[src/rtl/rdfmt_pkg.sv]
package rdfmt_pkg;

  localparam int RAW_W     = 10;
  localparam int NUM_W     = 14;
  localparam int NDIG      = 5;
  localparam int RATE_BASE = 100;

  typedef enum logic [1:0] {
    FLD_RATE = 2'd0,
    FLD_DUTY = 2'd1,
    FLD_SUPP = 2'd2,
    FLD_NONE = 2'd3
  } field_e;

  function automatic int unsigned pow10(input int n);
    int unsigned r;
    r = 1;
    for (int i = 0; i < n; i++) r = r * 10;
    return r;
  endfunction

  // Shift-add chain, about 0.1758 * code, then the base offset
  function automatic int unsigned rate_scale(input int unsigned code);
    int unsigned acc;
    acc = (code >> 2) + code;
    acc = (acc >> 1) + code;
    acc = (acc >> 2) + code;
    return (acc >> 3) + RATE_BASE;
  endfunction

  // Sixty-fourths to an approximate percentage
  function automatic int unsigned duty_scale(input int unsigned code);
    int unsigned slices;
    slices = code >> 4;
    return slices + (slices >> 1);
  endfunction

  function automatic int unsigned supp_scale(input int unsigned code);
    return (code << 1) + code;
  endfunction

  function automatic logic [7:0] to_ascii(input logic [3:0] d);
    return 8'h30 + {4'h0, d};
  endfunction

endpackage

[src/rtl/rdfmt_scaler.sv]
module rdfmt_scaler
  import rdfmt_pkg::*;
#(
  parameter int RAW_W = rdfmt_pkg::RAW_W,
  parameter int NUM_W = rdfmt_pkg::NUM_W
) (
  input  field_e             fld,
  input  logic [RAW_W-1:0]   code,
  output logic [NUM_W-1:0]   num
);

  always_comb begin
    unique case (fld)
      FLD_RATE: num = NUM_W'(rate_scale(32'(code)));
      FLD_DUTY: num = NUM_W'(duty_scale(32'(code)));
      FLD_SUPP: num = NUM_W'(supp_scale(32'(code)));
      default:  num = '0;
    endcase
  end

endmodule

[src/rtl/rdfmt_bcd_seq.sv]
module rdfmt_bcd_seq #(
  parameter int NUM_W = rdfmt_pkg::NUM_W,
  parameter int NDIG  = rdfmt_pkg::NDIG
) (
  input  logic                  clk,
  input  logic                  rst_n,
  input  logic                  load,
  input  logic [NUM_W-1:0]      num,
  output logic [NDIG-1:0][3:0]  dig,
  output logic                  fin,
  output logic                  active
);

  localparam int IDX_W = $clog2(NDIG);
  localparam int LAST  = NDIG - 2;
  localparam int TAB_N = 1 << IDX_W;

  logic [NUM_W-1:0] wtab [TAB_N];
  logic [NUM_W-1:0] rem;
  logic [IDX_W-1:0] idx;
  logic [NUM_W-1:0] wgt;
  logic             take;
  logic             at_last;

  for (genvar g = 0; g < TAB_N; g++) begin : g_wtab
    if (g < NDIG - 1) begin : g_real
      assign wtab[g] = NUM_W'(rdfmt_pkg::pow10(NDIG - 1 - g));
    end else begin : g_pad
      assign wtab[g] = '1;
    end
  end

  assign wgt     = wtab[idx];
  assign take    = rem >= wgt;
  assign at_last = (idx == IDX_W'(LAST));

  always_ff @(posedge clk or negedge rst_n) begin
    if (!rst_n) begin
      rem    <= '0;
      idx    <= '0;
      dig    <= '0;
      fin    <= 1'b0;
      active <= 1'b0;
    end else begin
      fin <= 1'b0;
      if (load) begin
        rem    <= num;
        idx    <= '0;
        dig    <= '0;
        active <= 1'b1;
      end else if (active) begin
        if (take) begin
          rem      <= rem - wgt;
          dig[idx] <= dig[idx] + 4'd1;
        end else if (at_last) begin
          dig[NDIG-1] <= rem[3:0];
          active      <= 1'b0;
          fin         <= 1'b1;
        end else begin
          idx <= idx + 1'b1;
        end
      end
    end
  end

  // a digit never counts past nine, the remainder for units is below ten
  p_digit_range_r4: assert property (@(posedge clk) disable iff (!rst_n)
    (active && take) |-> (dig[idx] < 4'd9));
  p_units_small_r4: assert property (@(posedge clk) disable iff (!rst_n)
    (active && !take && at_last) |-> (rem < NUM_W'(10)));
  // completion is announced only once the sequencer has gone idle
  p_fin_idle_r6: assert property (@(posedge clk) disable iff (!rst_n)
    fin |-> !active);

endmodule

[src/rtl/rdfmt_char_pick.sv]
module rdfmt_char_pick
  import rdfmt_pkg::*;
#(
  parameter int NDIG = rdfmt_pkg::NDIG
) (
  input  field_e               fld,
  input  logic [NDIG-1:0][3:0] dig,
  output logic [7:0]           c_hi,
  output logic [7:0]           c_mid,
  output logic [7:0]           c_lo
);

  // index 0 is the most significant digit
  localparam int P_UNIT = NDIG - 1;
  localparam int P_TEN  = NDIG - 2;
  localparam int P_HUN  = NDIG - 3;
  localparam int P_THO  = NDIG - 4;

  always_comb begin
    unique case (fld)
      FLD_RATE: begin
        c_hi  = to_ascii(dig[P_HUN]);
        c_mid = to_ascii(dig[P_TEN]);
        c_lo  = to_ascii(dig[P_UNIT]);
      end
      FLD_DUTY: begin
        c_hi  = to_ascii(4'd0);
        c_mid = to_ascii(dig[P_TEN]);
        c_lo  = to_ascii(dig[P_UNIT]);
      end
      FLD_SUPP: begin
        c_hi  = to_ascii(4'd0);
        c_mid = to_ascii(dig[P_THO]);
        c_lo  = to_ascii(dig[P_HUN]);
      end
      default: begin
        c_hi  = to_ascii(4'd0);
        c_mid = to_ascii(4'd0);
        c_lo  = to_ascii(4'd0);
      end
    endcase
  end

endmodule

[src/rtl/readout_formatter.sv]
module readout_formatter
  import rdfmt_pkg::*;
#(
  parameter int RAW_W = rdfmt_pkg::RAW_W,
  parameter int NUM_W = rdfmt_pkg::NUM_W,
  parameter int NDIG  = rdfmt_pkg::NDIG
) (
  input  logic             clk,
  input  logic             rst_n,
  input  logic             start,
  input  logic [1:0]       field,
  input  logic [RAW_W-1:0] value,
  output logic [7:0]       char_hi,
  output logic [7:0]       char_mid,
  output logic [7:0]       char_lo,
  output logic             done,
  output logic             busy
);

  localparam int MAX_BUSY = (NDIG - 1) * 10 + 3;
  localparam int BCNT_W   = $clog2(MAX_BUSY + 2) + 1;

  field_e               fld_in;
  field_e               fld_q;
  logic                 req_take;
  logic [NUM_W-1:0]     scaled;
  logic [NDIG-1:0][3:0] digits;
  logic                 conv_fin;
  logic                 conv_active;
  logic [7:0]           pick_hi, pick_mid, pick_lo;
  logic [BCNT_W-1:0]    busy_cnt;

  assign fld_in   = field_e'(field);
  assign req_take = start && !busy && (fld_in != FLD_NONE);

  rdfmt_scaler #(.RAW_W(RAW_W), .NUM_W(NUM_W)) u_scale (
    .fld  (fld_in),
    .code (value),
    .num  (scaled)
  );

  rdfmt_bcd_seq #(.NUM_W(NUM_W), .NDIG(NDIG)) u_bcd (
    .clk    (clk),
    .rst_n  (rst_n),
    .load   (req_take),
    .num    (scaled),
    .dig    (digits),
    .fin    (conv_fin),
    .active (conv_active)
  );

  rdfmt_char_pick #(.NDIG(NDIG)) u_pick (
    .fld   (fld_q),
    .dig   (digits),
    .c_hi  (pick_hi),
    .c_mid (pick_mid),
    .c_lo  (pick_lo)
  );

  always_ff @(posedge clk or negedge rst_n) begin
    if (!rst_n) begin
      fld_q    <= FLD_RATE;
      busy     <= 1'b0;
      done     <= 1'b0;
      char_hi  <= 8'h30;
      char_mid <= 8'h30;
      char_lo  <= 8'h30;
    end else begin
      done <= 1'b0;
      if (req_take) begin
        fld_q <= fld_in;
        busy  <= 1'b1;
      end else if (conv_fin) begin
        busy     <= 1'b0;
        done     <= 1'b1;
        char_hi  <= pick_hi;
        char_mid <= pick_mid;
        char_lo  <= pick_lo;
      end
    end
  end

  always_ff @(posedge clk or negedge rst_n) begin
    if (!rst_n)    busy_cnt <= '0;
    else if (busy) busy_cnt <= busy_cnt + 1'b1;
    else           busy_cnt <= '0;
  end

  p_start_busy_r6: assert property (@(posedge clk) disable iff (!rst_n)
    req_take |=> busy);
  p_busy_done_excl_r6: assert property (@(posedge clk) disable iff (!rst_n)
    !(busy && done));
  p_done_pulse_r6: assert property (@(posedge clk) disable iff (!rst_n)
    done |=> !done);
  p_busy_held_r7: assert property (@(posedge clk) disable iff (!rst_n)
    (busy && $past(busy)) |-> $stable(fld_q));
  p_conv_while_busy_r7: assert property (@(posedge clk) disable iff (!rst_n)
    conv_active |-> busy);
  p_bad_field_r5: assert property (@(posedge clk) disable iff (!rst_n)
    (start && !busy && fld_in == FLD_NONE) |=> !busy);
  p_hold_r8: assert property (@(posedge clk) disable iff (!rst_n)
    !$stable({char_hi, char_mid, char_lo}) |-> done);
  p_ascii_r4: assert property (@(posedge clk) disable iff (!rst_n)
    (char_hi  inside {[8'h30:8'h39]}) &&
    (char_mid inside {[8'h30:8'h39]}) &&
    (char_lo  inside {[8'h30:8'h39]}));
  p_bound_r9: assert property (@(posedge clk) disable iff (!rst_n)
    busy_cnt <= BCNT_W'(MAX_BUSY));

endmodule

[config.mk]
export PLATFORM = sky130hd
export DESIGN_NAME = readout_formatter
export DESIGN_NICKNAME = d
export VERILOG_FILES = /design/src/rtl/rdfmt_pkg.sv /design/src/rtl/rdfmt_scaler.sv /design/src/rtl/rdfmt_bcd_seq.sv /design/src/rtl/rdfmt_char_pick.sv /design/src/rtl/readout_formatter.sv
export SDC_FILE = /design/constraint.sdc
export NUM_CORES = 1
export LEC_CHECK = 0
export CAP_MARGIN = 20
export CORE_UTILIZATION = 33
export DETAILED_ROUTE_END_ITERATION = 6
export GPL_ROUTABILITY_DRIVEN = 0
export GPL_TIMING_DRIVEN = 1
export MAX_ROUTING_LAYER = met4
export PLACE_DENSITY_LB_ADDON = 0.3
export SETUP_SLACK_MARGIN = 0.05
export SKIP_CTS_REPAIR_TIMING = 1
export SLEW_MARGIN = 20
export SYNTH_ARGS = -nofsm -noshare
export SYNTH_HDL_FRONTEND = slang
export SYNTH_HIERARCHICAL = 1
export SYNTH_SLANG_ARGS = --single-unit
[constraint.sdc]
create_clock -name clk -period 2.69 [get_ports clk]
set_input_delay 0.538 -clock clk [delete_from_list [all_inputs] [get_ports clk]]
set_output_delay 0.538 -clock clk [all_outputs]
set_load 0.01 [all_outputs]
; Word level (Yosys, flattened, before mapping)
; Memory sizes are Yosys's and may differ from the RTL's.
; Index checks and enable logic that the tools add are counted.
[classes]
add_sub_neg = 13
order_cmp = 4
n_eq_ne = 8
n_mux = 35
bitwise_logic = 2
reduce_logical = 15
[ops]
columns = operator, count
row1 = two-way mux 14 bit, 5
row2 = one-hot mux 14 bit (3 select lines), 1
row3 = two-way mux 20 bit, 2
row4 = one-hot mux 8 bit (2 select lines), 2
row5 = "adder 6 x 4 -> 7 bit, first input constant", 4
row6 = bitwise mux 20 bit, 1
row7 = adder 19 x 10 -> 19 bit, 1
row8 = adder 17 x 10 -> 17 bit, 1
row9 = two-way mux 16 bit, 1
row10 = two-way mux 4 bit, 4
row11 = "adder 14 x 7 -> 14 bit, second input constant", 1
row12 = greater-or-equal comparator 14 bit, 1
row13 = subtractor 14 bit, 1
row14 = adder 11 x 10 -> 12 bit, 1
row15 = binary-select mux 4 bit (select 3 bit), 1
row16 = demux 4 bit (select 3 bit), 1
row17 = two-way mux 1 bit, 12
row18 = two-way mux 3 bit, 4
row19 = adder 8 x 10 -> 11 bit, 1
row20 = two-way mux 8 bit, 1
row21 = adder 6 x 5 -> 7 bit, 1
row22 = "inequality test 2 bit, second input constant", 3
row23 = AND reduction 2 bit, 3
row24 = nonzero test 2 bit, 3
row25 = other kinds (16), 21
[totals]
regBits = 67
rom_bits = 112
in_bits = 15
wordCells = 93
memories = 1
[memory_table]
columns = name, depth, width, read_ports, rd_ports_with_merged_regs, write_ports, line
row1 = (no name shown), 8, 14, 1, 0, 0, rdfmt_bcd_seq.sv:33  ; assign wgt = wtab[idx];

; Depth between registers and ports, before layout
; Gate-level depths: netlist of the first run.
[depth]
ltp_word = 8
depth_mapped = 25

; Cells and area by module
; The synthesis of the first run kept the hierarchy.
[by_module_without_submodules]
columns = module, n_inst, cells_per_inst, area_each_um2
row1 = rdfmt_bcd_seq, 1, 330, 2930.3
row2 = rdfmt_scaler, 1, 215, 1687.9
row3 = readout_formatter, 1, 66, 1091.0
row4 = rdfmt_char_pick, 1, 30, 225.2

; Least setup slack after synthesis of the first run
; No wires, ideal clock.
[synth_timing]
path_type = input to register
from = in value[0]
to = reg u_bcd.rem[6]
arrival_ns = 4.478
setup_slack_ns = -1.913
cell_stages = 20
path_buffers = 0
path_cell_list = and2_1 fa_1 xor2_1 ha_1 a31o_1 a21oi_2 nor2b_1 o21a_1 o21a_1 o21a_1 o31ai_2 xnor2_1 ha_1 or2_2 o221ai_1 o21ba_1 a21oi_2 xnor2_1 o31ai_1 mux2_2
[synth_via]
elab_chain_len = 6
elab_cells_between_ends = 7
cone_classes = add/sub: 5 / mux: 2
[synth_lines]
columns = element, line
row1 = "start, declared", readout_formatter.sv:12  ; input logic [RAW_W-1:0] value,
row2 = adder 8 x 10 -> 11 bit, rdfmt_pkg.sv:25  ; acc = (code >> 2) + code;
row3 = adder 19 x 10 -> 19 bit, rdfmt_pkg.sv:26  ; acc = (acc >> 1) + code;
row4 = adder 17 x 10 -> 17 bit, rdfmt_pkg.sv:27  ; acc = (acc >> 2) + code;
row5 = adder 14 x 7 -> 14 bit, rdfmt_pkg.sv:28  ; return (acc >> 3) + RATE_BASE;
row6 = one-hot mux 14 bit (3 select lines) *, rdfmt_scaler.sv:13  ; unique case (fld)
row7 = net scaled[6], readout_formatter.sv:26  ; logic [NUM_W-1:0] scaled;
row8 = two-way mux 14 bit *, rdfmt_bcd_seq.sv:46  ; if (load) begin
row9 = "end signal, assigned", rdfmt_bcd_seq.sv:47  ; rem <= num;
row10 = "end signal, assigned", rdfmt_bcd_seq.sv:53  ; rem <= rem - wgt;
row11 = "end, declared", rdfmt_bcd_seq.sv:19  ; logic [NUM_W-1:0] rem;
; Mark *: on every way through the listed nets, which the timed path passes. The rest lies on a longest branch.
; A chain may end at the register's enable or synchronous reset.

; Final worst setup path of the first run
[layout_timing]
from = in value[2]
to = reg u_bcd.rem[6]
; The elaborated chain is that of the path after synthesis.

==> results of run 1 <==
[through the flow]
step,setup TNS (ps),setup slack (ps),cell area [um^2]
detailed placement,-26970,-2580,7500
floorplan,-13610,-1800,6110
CTS,-23410,-2230,7830
finish,-18610,-1810,8540
global placement,-24210,-2410,7500
global route,-22550,-2050,8540
[logic make-up (layout without fill, tap and decap cells)]
kind of cell	Yosys count	in the layout	share of synthesized area
simple gates	176	176	0.148
buf+inv	75	243	0.0677
xor+xnor	48	48	0.0734
flops	67	67	0.284
fa+ha+maj	58	58	0.127
mux	66	66	0.121
other cells	3	14	0.00190
compound gates	148	148	0.177
[layout by cell type, fill, tap and decap left out, types with 14 or more instances in the layout]
master	synthesis	routed
sky130_fd_sc_hd__a21oi_2	3	15
sky130_fd_sc_hd__clkdlybuf4s50_1	0	32
sky130_fd_sc_hd__buf_4	18	137
sky130_fd_sc_hd__inv_1	32	27
sky130_fd_sc_hd__dfrtp_1	61	59
sky130_fd_sc_hd__mux2i_1	34	32
sky130_fd_sc_hd__conb_1	3	14
sky130_fd_sc_hd__ha_1	54	43
sky130_fd_sc_hd__nor2_1	65	56
sky130_fd_sc_hd__buf_6	6	16
sky130_fd_sc_hd__nand2_1	29	28
sky130_fd_sc_hd__a21oi_1	35	21
sky130_fd_sc_hd__xnor2_1	32	29
sky130_fd_sc_hd__mux2_2	30	26
[cells in the mapped netlist (6+ instances only)]
cell type / n / share of area
sky130_fd_sc_hd__and2_1: 7 / 0.0074
sky130_fd_sc_hd__nand3_1: 14 / 0.012
sky130_fd_sc_hd__a21o_1: 8 / 0.010
sky130_fd_sc_hd__clkbuf_1: 14 / 0.0089
sky130_fd_sc_hd__nor2b_1: 7 / 0.0074
sky130_fd_sc_hd__a21oi_1: 35 / 0.030
sky130_fd_sc_hd__xor2_1: 14 / 0.021
sky130_fd_sc_hd__a22o_1: 9 / 0.013
sky130_fd_sc_hd__o21bai_1: 8 / 0.010
sky130_fd_sc_hd__inv_1: 32 / 0.020
sky130_fd_sc_hd__nand2b_1: 7 / 0.0074
sky130_fd_sc_hd__nand2_1: 29 / 0.018
sky130_fd_sc_hd__o22ai_1: 9 / 0.0095
sky130_fd_sc_hd__o21ai_0: 24 / 0.020
sky130_fd_sc_hd__dfrtp_1: 61 / 0.26
sky130_fd_sc_hd__buf_4: 18 / 0.023
sky130_fd_sc_hd__nor3_1: 12 / 0.010
sky130_fd_sc_hd__mux2i_1: 34 / 0.057
sky130_fd_sc_hd__dfstp_2: 6 / 0.027
sky130_fd_sc_hd__nor2_1: 65 / 0.041
sky130_fd_sc_hd__mux2_2: 30 / 0.057
sky130_fd_sc_hd__xnor2_1: 32 / 0.047
sky130_fd_sc_hd__ha_1: 54 / 0.11
sky130_fd_sc_hd__buf_6: 6 / 0.011
[registers in the layout, summed over array words and instances, names as in the netlist]
register / cells
done: 1
u_bcd/idx: 3
busy: 1
char_mid: 8
u_bcd/active: 1
char_lo: 8
char_hi: 8
fld_q: 2
u_bcd/rem: 14
u_bcd/fin: 1
u_bcd/dig: 20
[final cells by class]
type,instances,area [um^2],share of cell area
Clock buffer,10,239,0.0280
Inverter,32,125,0.0147
Clock inverter,6,87.6,0.0103
Sequential cell,67,1690,0.198
Tap cell,225,282,0.0330
Timing Repair Buffer,195,1650,0.193
Multi-Input combinational cell,510,4470,0.524
[worst max-delay path, cell delays in order]
cell	delay, ps
sky130_fd_sc_hd__buf_6	90
sky130_fd_sc_hd__and2_4	150
sky130_fd_sc_hd__fa_2	390
sky130_fd_sc_hd__xor2_2	160
sky130_fd_sc_hd__ha_1	300
sky130_fd_sc_hd__a31o_1	210
sky130_fd_sc_hd__a21oi_2	170
sky130_fd_sc_hd__nor2b_1	80
sky130_fd_sc_hd__o21a_1	190
sky130_fd_sc_hd__o21a_1	190
sky130_fd_sc_hd__o21a_4	230
sky130_fd_sc_hd__o31ai_4	260
sky130_fd_sc_hd__xnor2_1	160
sky130_fd_sc_hd__ha_1	330
sky130_fd_sc_hd__buf_4	180
sky130_fd_sc_hd__nand2_2	100
sky130_fd_sc_hd__o211ai_4	100
sky130_fd_sc_hd__a21o_1	200
sky130_fd_sc_hd__xor2_1	180
sky130_fd_sc_hd__xnor2_1	170
sky130_fd_sc_hd__o31ai_1	100
sky130_fd_sc_hd__mux2_4	260
[report_power, final]
part           switching (mW)  internal (mW)  leakage, nW
clock                   0.439          0.837        0.163
combinational            4.02           4.47         2.98
sequential              0.419           1.50        0.844
total                    4.87           6.81         3.99
[worst paths after layout]
check                      cells after the start                     start                   endpoint
max                                           22                  value[2]   u_bcd/rem[6]$_DFFE_PN0P_
min                                            1                     rst_n     char_hi[0]$_DFFE_PN0P_
max reg2reg                                   13  u_bcd/idx[1]$_DFFE_PN0P_  u_bcd/dig[16]$_DFFE_PN0P_
min reg2reg                                    1    char_lo[7]$_DFFE_PN0P_     char_lo[7]$_DFFE_PN0P_
max in group asynchronous                      2                     rst_n     char_lo[4]$_DFFE_PN1P_
min in group clk                               1    char_lo[7]$_DFFE_PN0P_     char_lo[7]$_DFFE_PN0P_
[metal layers]
layer  share of wire  vias to the layer above  global-route usage
met1            0.43                     2541               0.199
li1                -                     2612                   -
met2            0.54                       80               0.315
met3           0.022                       20              0.0224
met4           0.012                        0              0.0438
met5               0                        -                   -
==> impl_results.md, run 1 <==
* Number of DRC violations after detailed routing at 0
* Leak pwr at 3.99 nW
* Site Rows at 48
* Number of setup violations in the final report at 37
* GR Util All Layers at 0.173
* Status: finished with violations
* Detailed Route Iter0 Violations at 196
* Total half-perimeter wirelength after legalization and detailed placement at 11.8 mm
* Required time of the critical path at 2910 ps
* Share of synthesized area occupied by flip-flops and latches at 0.284
* Total core area at 0.0174 mm^2
* Arrival time worst endpoint at 4720 ps
* Hold Violations, Final at 0
* CTS tree: yes
* Path type of the worst setup path: in -> reg
* Max-Cap Viols at 0
* Kind of end point of the critical path: flop
* Worst setup slack after layout at -1810 ps
* Cells after Synth at 641
* Area added between synthesis and finish at 43.9%
* Max H-tree Level at 3
* Number of primary I/O pins at 41
* Clock edge transition at the registers on the reported setup and hold paths at 60 ps
* Layout Skew at 6.82 ps
* Via density per instance at 5.03
* Remaining number of nets flagged by the antenna check after routing at 0
* Startpoint class of the critical path: input port
* Pin count of the biggest net entering global routing at 29
* Antenna violations before repair at 0
* Top flip-flop cell by instance count after synthesis: sky130_fd_sc_hd__dfrtp_1
* Failing checks: setup timing
* Detailed-route wire length at 15.7 mm
* Die span in x at 136 um
* Post-layout net count at 888
* Fraction of registers with async set or reset after synthesis at 1.00
* EDFF count, synth at 0
* Vias after detailed routing at 5253
* Final number of max-transition violations at 0
* Fraction of the cycle the final worst path needs at 1.67
* Aggregate global routing overflow at 0
* Netlist area before placement at 0.00593 mm^2
* Minimum period implied by the final worst setup slack at 4500 ps
* Worst-case hold slack at 133 ps
* Quantity of I/O buffers inserted on ports at 40
* Post-Syn Area per Cell at 9.26 um^2
* Max rail drop VDD at 0.549 mV
* Root buffer cell: sky130_fd_sc_hd__clkbuf_16
* CTS Sinks at 67
* Number of global-route vias before repair at 5339
* CTS Buf Count at 9
* Largest driver fanout on the critical path at 4
* Number of flip-flops and latches in the synthesized netlist at 67
* Routed len/inst at 15.1 um
* Clock buffer depth at 2
* Type of the most critical hold path: in -> async
* Slack of the worst reg-to-reg path at -280 ps
* Fill cells at 1585
* Overall die area at 0.0185 mm^2
* Cell Count, Final, Fillers Out at 1045
* Utilization after layout at 0.490
* Initial Util at 0.341
* Die height at 136 um
* Actual slew at the worst max-slew pin at 778 ps
* Wire length of the first global-routing pass at 25.3 mm
* Number of placed instances with taps included at 1007
* Count of unique library cells instantiated by Yosys at 84
* Synthesis warning total at 6
* Number of iterations in the first detailed-routing pass at 4
* RSZ-0062 raised after global routing: yes
* Overall power consumption at 11.7 mW
* Skew-Pair Late Insertion Delay at 330 ps
* Max Freq at 222 MHz
* Max_slew headroom at 0.481
* Antenna Cells at 0
* Fraction of final layout cells sized beyond drive strength 1 at 0.391
* Power Density at 1370 mW/mm^2
No activity file was read; power rests on OpenSTA's default activity.
==> inputs of run 2 (changes only) <==
CORE_UTILIZATION = 66   (was 33)
SLEW_MARGIN = 15   (was 20)
clock period = 5.75 ns   (was 2.69 ns; I/O delays follow)
==> run 2 against run 1 <==
Combinational power decreased by 69%. Clock-buffer cell count is the same. Via count shrank 5.6%. The run now ends clean. Largest cell class unchanged. Power fell by 66%.
==> impl_results.md, run 2 (synthesis gave the netlist of run 1 again) <==
* Die span in x at 96.8 um
* Layout Skew at 10.8 ps
* Site Rows at 34
* Overall power consumption at 3.99 mW
* Leak pwr at 3.21 nW
* Antenna violations before repair at 0
* Arrival time worst endpoint at 5740 ps
* Minimum period implied by the final worst setup slack at 5480 ps
* CTS Sinks at 67
* Highest-count cells in the layout ignoring fill and taps: 62 x sky130_fd_sc_hd__nor2_1, 61 x sky130_fd_sc_hd__dfrtp_1, 51 x sky130_fd_sc_hd__ha_1, 37 x sky130_fd_sc_hd__clkdlybuf4s50_1, 34 x sky130_fd_sc_hd__mux2i_1
* Clock buffer depth at 2
* Max_slew headroom at 0.309
* Skew-Pair Late Insertion Delay at 340 ps
* Number of instances on the worst hold path at 1
* Number of placed instances with taps included at 786
* Crit path buffers/inverters at 1
* Stage delay of the slowest cell on the critical path at 410 ps
* Worst R2R Start: u_bcd/idx[0]$_DFFE_PN0P_
* Vias after detailed routing at 4961
* Kind of end point of the critical path: flop
* Total half-perimeter wirelength after legalization and detailed placement at 9.94 mm
* Largest registers: u_bcd/dig (20), u_bcd/rem (14)
* CP cell instances: clkdlybuf4s50_1 > and2_1 > fa_2 > xor2_1 > ha_1 > a31o_1 > a21oi_2 > nor2b_1 > o21a_1 > o21a_1 > o21a_2 > nor2_1 > xnor2_1 > ha_1 > and3_1 > nand3_1 > o211ai_2 > a21o_1 > nand3b_1 > or2_1 > a21oi_1 > nand2_1 > o21ai_0
* Detailed Route Iter0 Violations at 263
* Slack of the worst reg-to-reg path at 1430 ps
* Actual slew at the worst max-slew pin at 1040 ps
* Register with the highest flop count: u_bcd/dig
* Status: finished clean
* Antenna Cells at 0
* GR Util All Layers at 0.310
* Number of global-route vias before repair at 5014
* Overall die area at 0.00938 mm^2
* Worst setup path start: value[0]
* Hold-critical path endpoint: char_lo[1]$_DFFE_PN0P_
* Max H-tree Level at 3
* R2r endpoint: u_bcd/rem[10]$_DFFE_PN0P_
* Most frequent standard cell in the layout excluding fill and tap cells: sky130_fd_sc_hd__nor2_1
* Max rail drop VDD at 0.341 mV
* RSZ-0062 raised after global routing: no
* Largest driver fanout on the critical path at 5
* Max Freq at 182 MHz
* Cell Count, Final, Fillers Out at 804
* Root buffer cell: sky130_fd_sc_hd__clkbuf_8
* Type of the most critical hold path: reg -> reg
* Routed len/inst at 17.0 um
* Cell count of the worst reg-to-reg path at 11
* Initial Util at 0.680
* Critical hold path startpoint: char_lo[1]$_DFFE_PN0P_
* Die height at 96.8 um
* Number of iterations in the first detailed-routing pass at 5
* Power Density at 591 mW/mm^2
* Highest-delay cell along the critical path: sky130_fd_sc_hd__clkdlybuf4s50_1
* Max-Cap Viols at 0
* Number of flip-flops under the largest register name at 20
* CTS tree: yes
* Fraction of final layout cells sized beyond drive strength 1 at 0.180
* Detailed-route wire length at 13.7 mm
* Kind of cell adding the most delay to the critical path: compound AO/OA/AOI/OAI gates
* Number of primary I/O pins at 41
* Clock edge transition at the registers on the reported setup and hold paths at 80 ps
* Area added between synthesis and finish at 13.6%
* Via density per instance at 6.17
* Aggregate global routing overflow at 0
* CTS Buf Count at 9
* Final number of max-transition violations at 0
* Remaining number of nets flagged by the antenna check after routing at 0
* Fraction of the cycle the final worst path needs at 0.954
* Required time of the critical path at 6010 ps
* Total core area at 0.00872 mm^2
* Post-layout net count at 764
* Startpoint class of the critical path: input port
* Path type of the worst setup path: in -> reg
* Pin count of the biggest net entering global routing at 68
* Wire length of the first global-routing pass at 23.4 mm
* Number of DRC violations after detailed routing at 0
* Number of setup violations in the final report at 0
* Hold Violations, Final at 0
* Quantity of I/O buffers inserted on ports at 40
* Fill cells at 597
## run 2: cell type report
| cell class | count | area, um^2 | share of cell area |
|---|---|---|---|
| Clock buffer | 10 | 138 | 0.0204 |
| Clock inverter | 6 | 65.1 | 0.00965 |
| Inverter | 32 | 120 | 0.0178 |
| Multi-Input combinational cell | 510 | 3970 | 0.588 |
| Sequential cell | 67 | 1680 | 0.250 |
| Tap cell | 108 | 135 | 0.0200 |
| Timing Repair Buffer | 71 | 633 | 0.0939 |
## run 2: per-layer routing
metal  up-vias  wire length (um)  track usage
met2       175              7090        0.543
met5         -                 0            -
met1      2397              5810        0.371
li1       2363                 -            -
met3        26               608       0.0383
met4         0               188       0.0941
## run 2: how the worst max path moves through the flow
stage	endpoint	slack, ps	cells after the start
after floorplan	u_bcd/rem[6]$_DFFE_PN0P_	540	20
after global placement	u_bcd/rem[6]$_DFFE_PN0P_	-3	23
after detailed placement	u_bcd/rem[6]$_DFFE_PN0P_	-210	23
after CTS	u_bcd/rem[6]$_DFFE_PN0P_	160	21
after global routing	u_bcd/rem[6]$_DFFE_PN0P_	60	22
final	u_bcd/rem[8]$_DFFE_PN0P_	270	23
## run 2: per-stage QoR
stage / hold slack [ps] / worst slack [ps] / TNS, ps / cell area (um^2) / util
5_1_grt: 536 / 60.5 / 0 / 6740 / 0.773
3_5_place_dp: 494 / -206 / -432 / 6450 / 0.740
3_3_place_gp: 487 / -2.84 / -2.84 / 6450 / 0.740
6_report: 506 / 266 / 0 / 6740 / 0.773
2_1_floorplan: 481 / 535 / 0 / 5980 / -
4_1_cts: 512 / 157 / 0 / 6650 / 0.763
## run 2: power by group
| group | switching [mW] | leakage, nW | internal (mW) | total [mW] |
|---|---|---|---|---|
| sequential | 0.214 | 0.846 | 0.701 | 0.915 |
| combinational | 1.42 | 2.26 | 1.25 | 2.67 |
| clock | 0.193 | 0.102 | 0.212 | 0.405 |
| total | 1.82 | 3.21 | 2.16 | 3.99 |
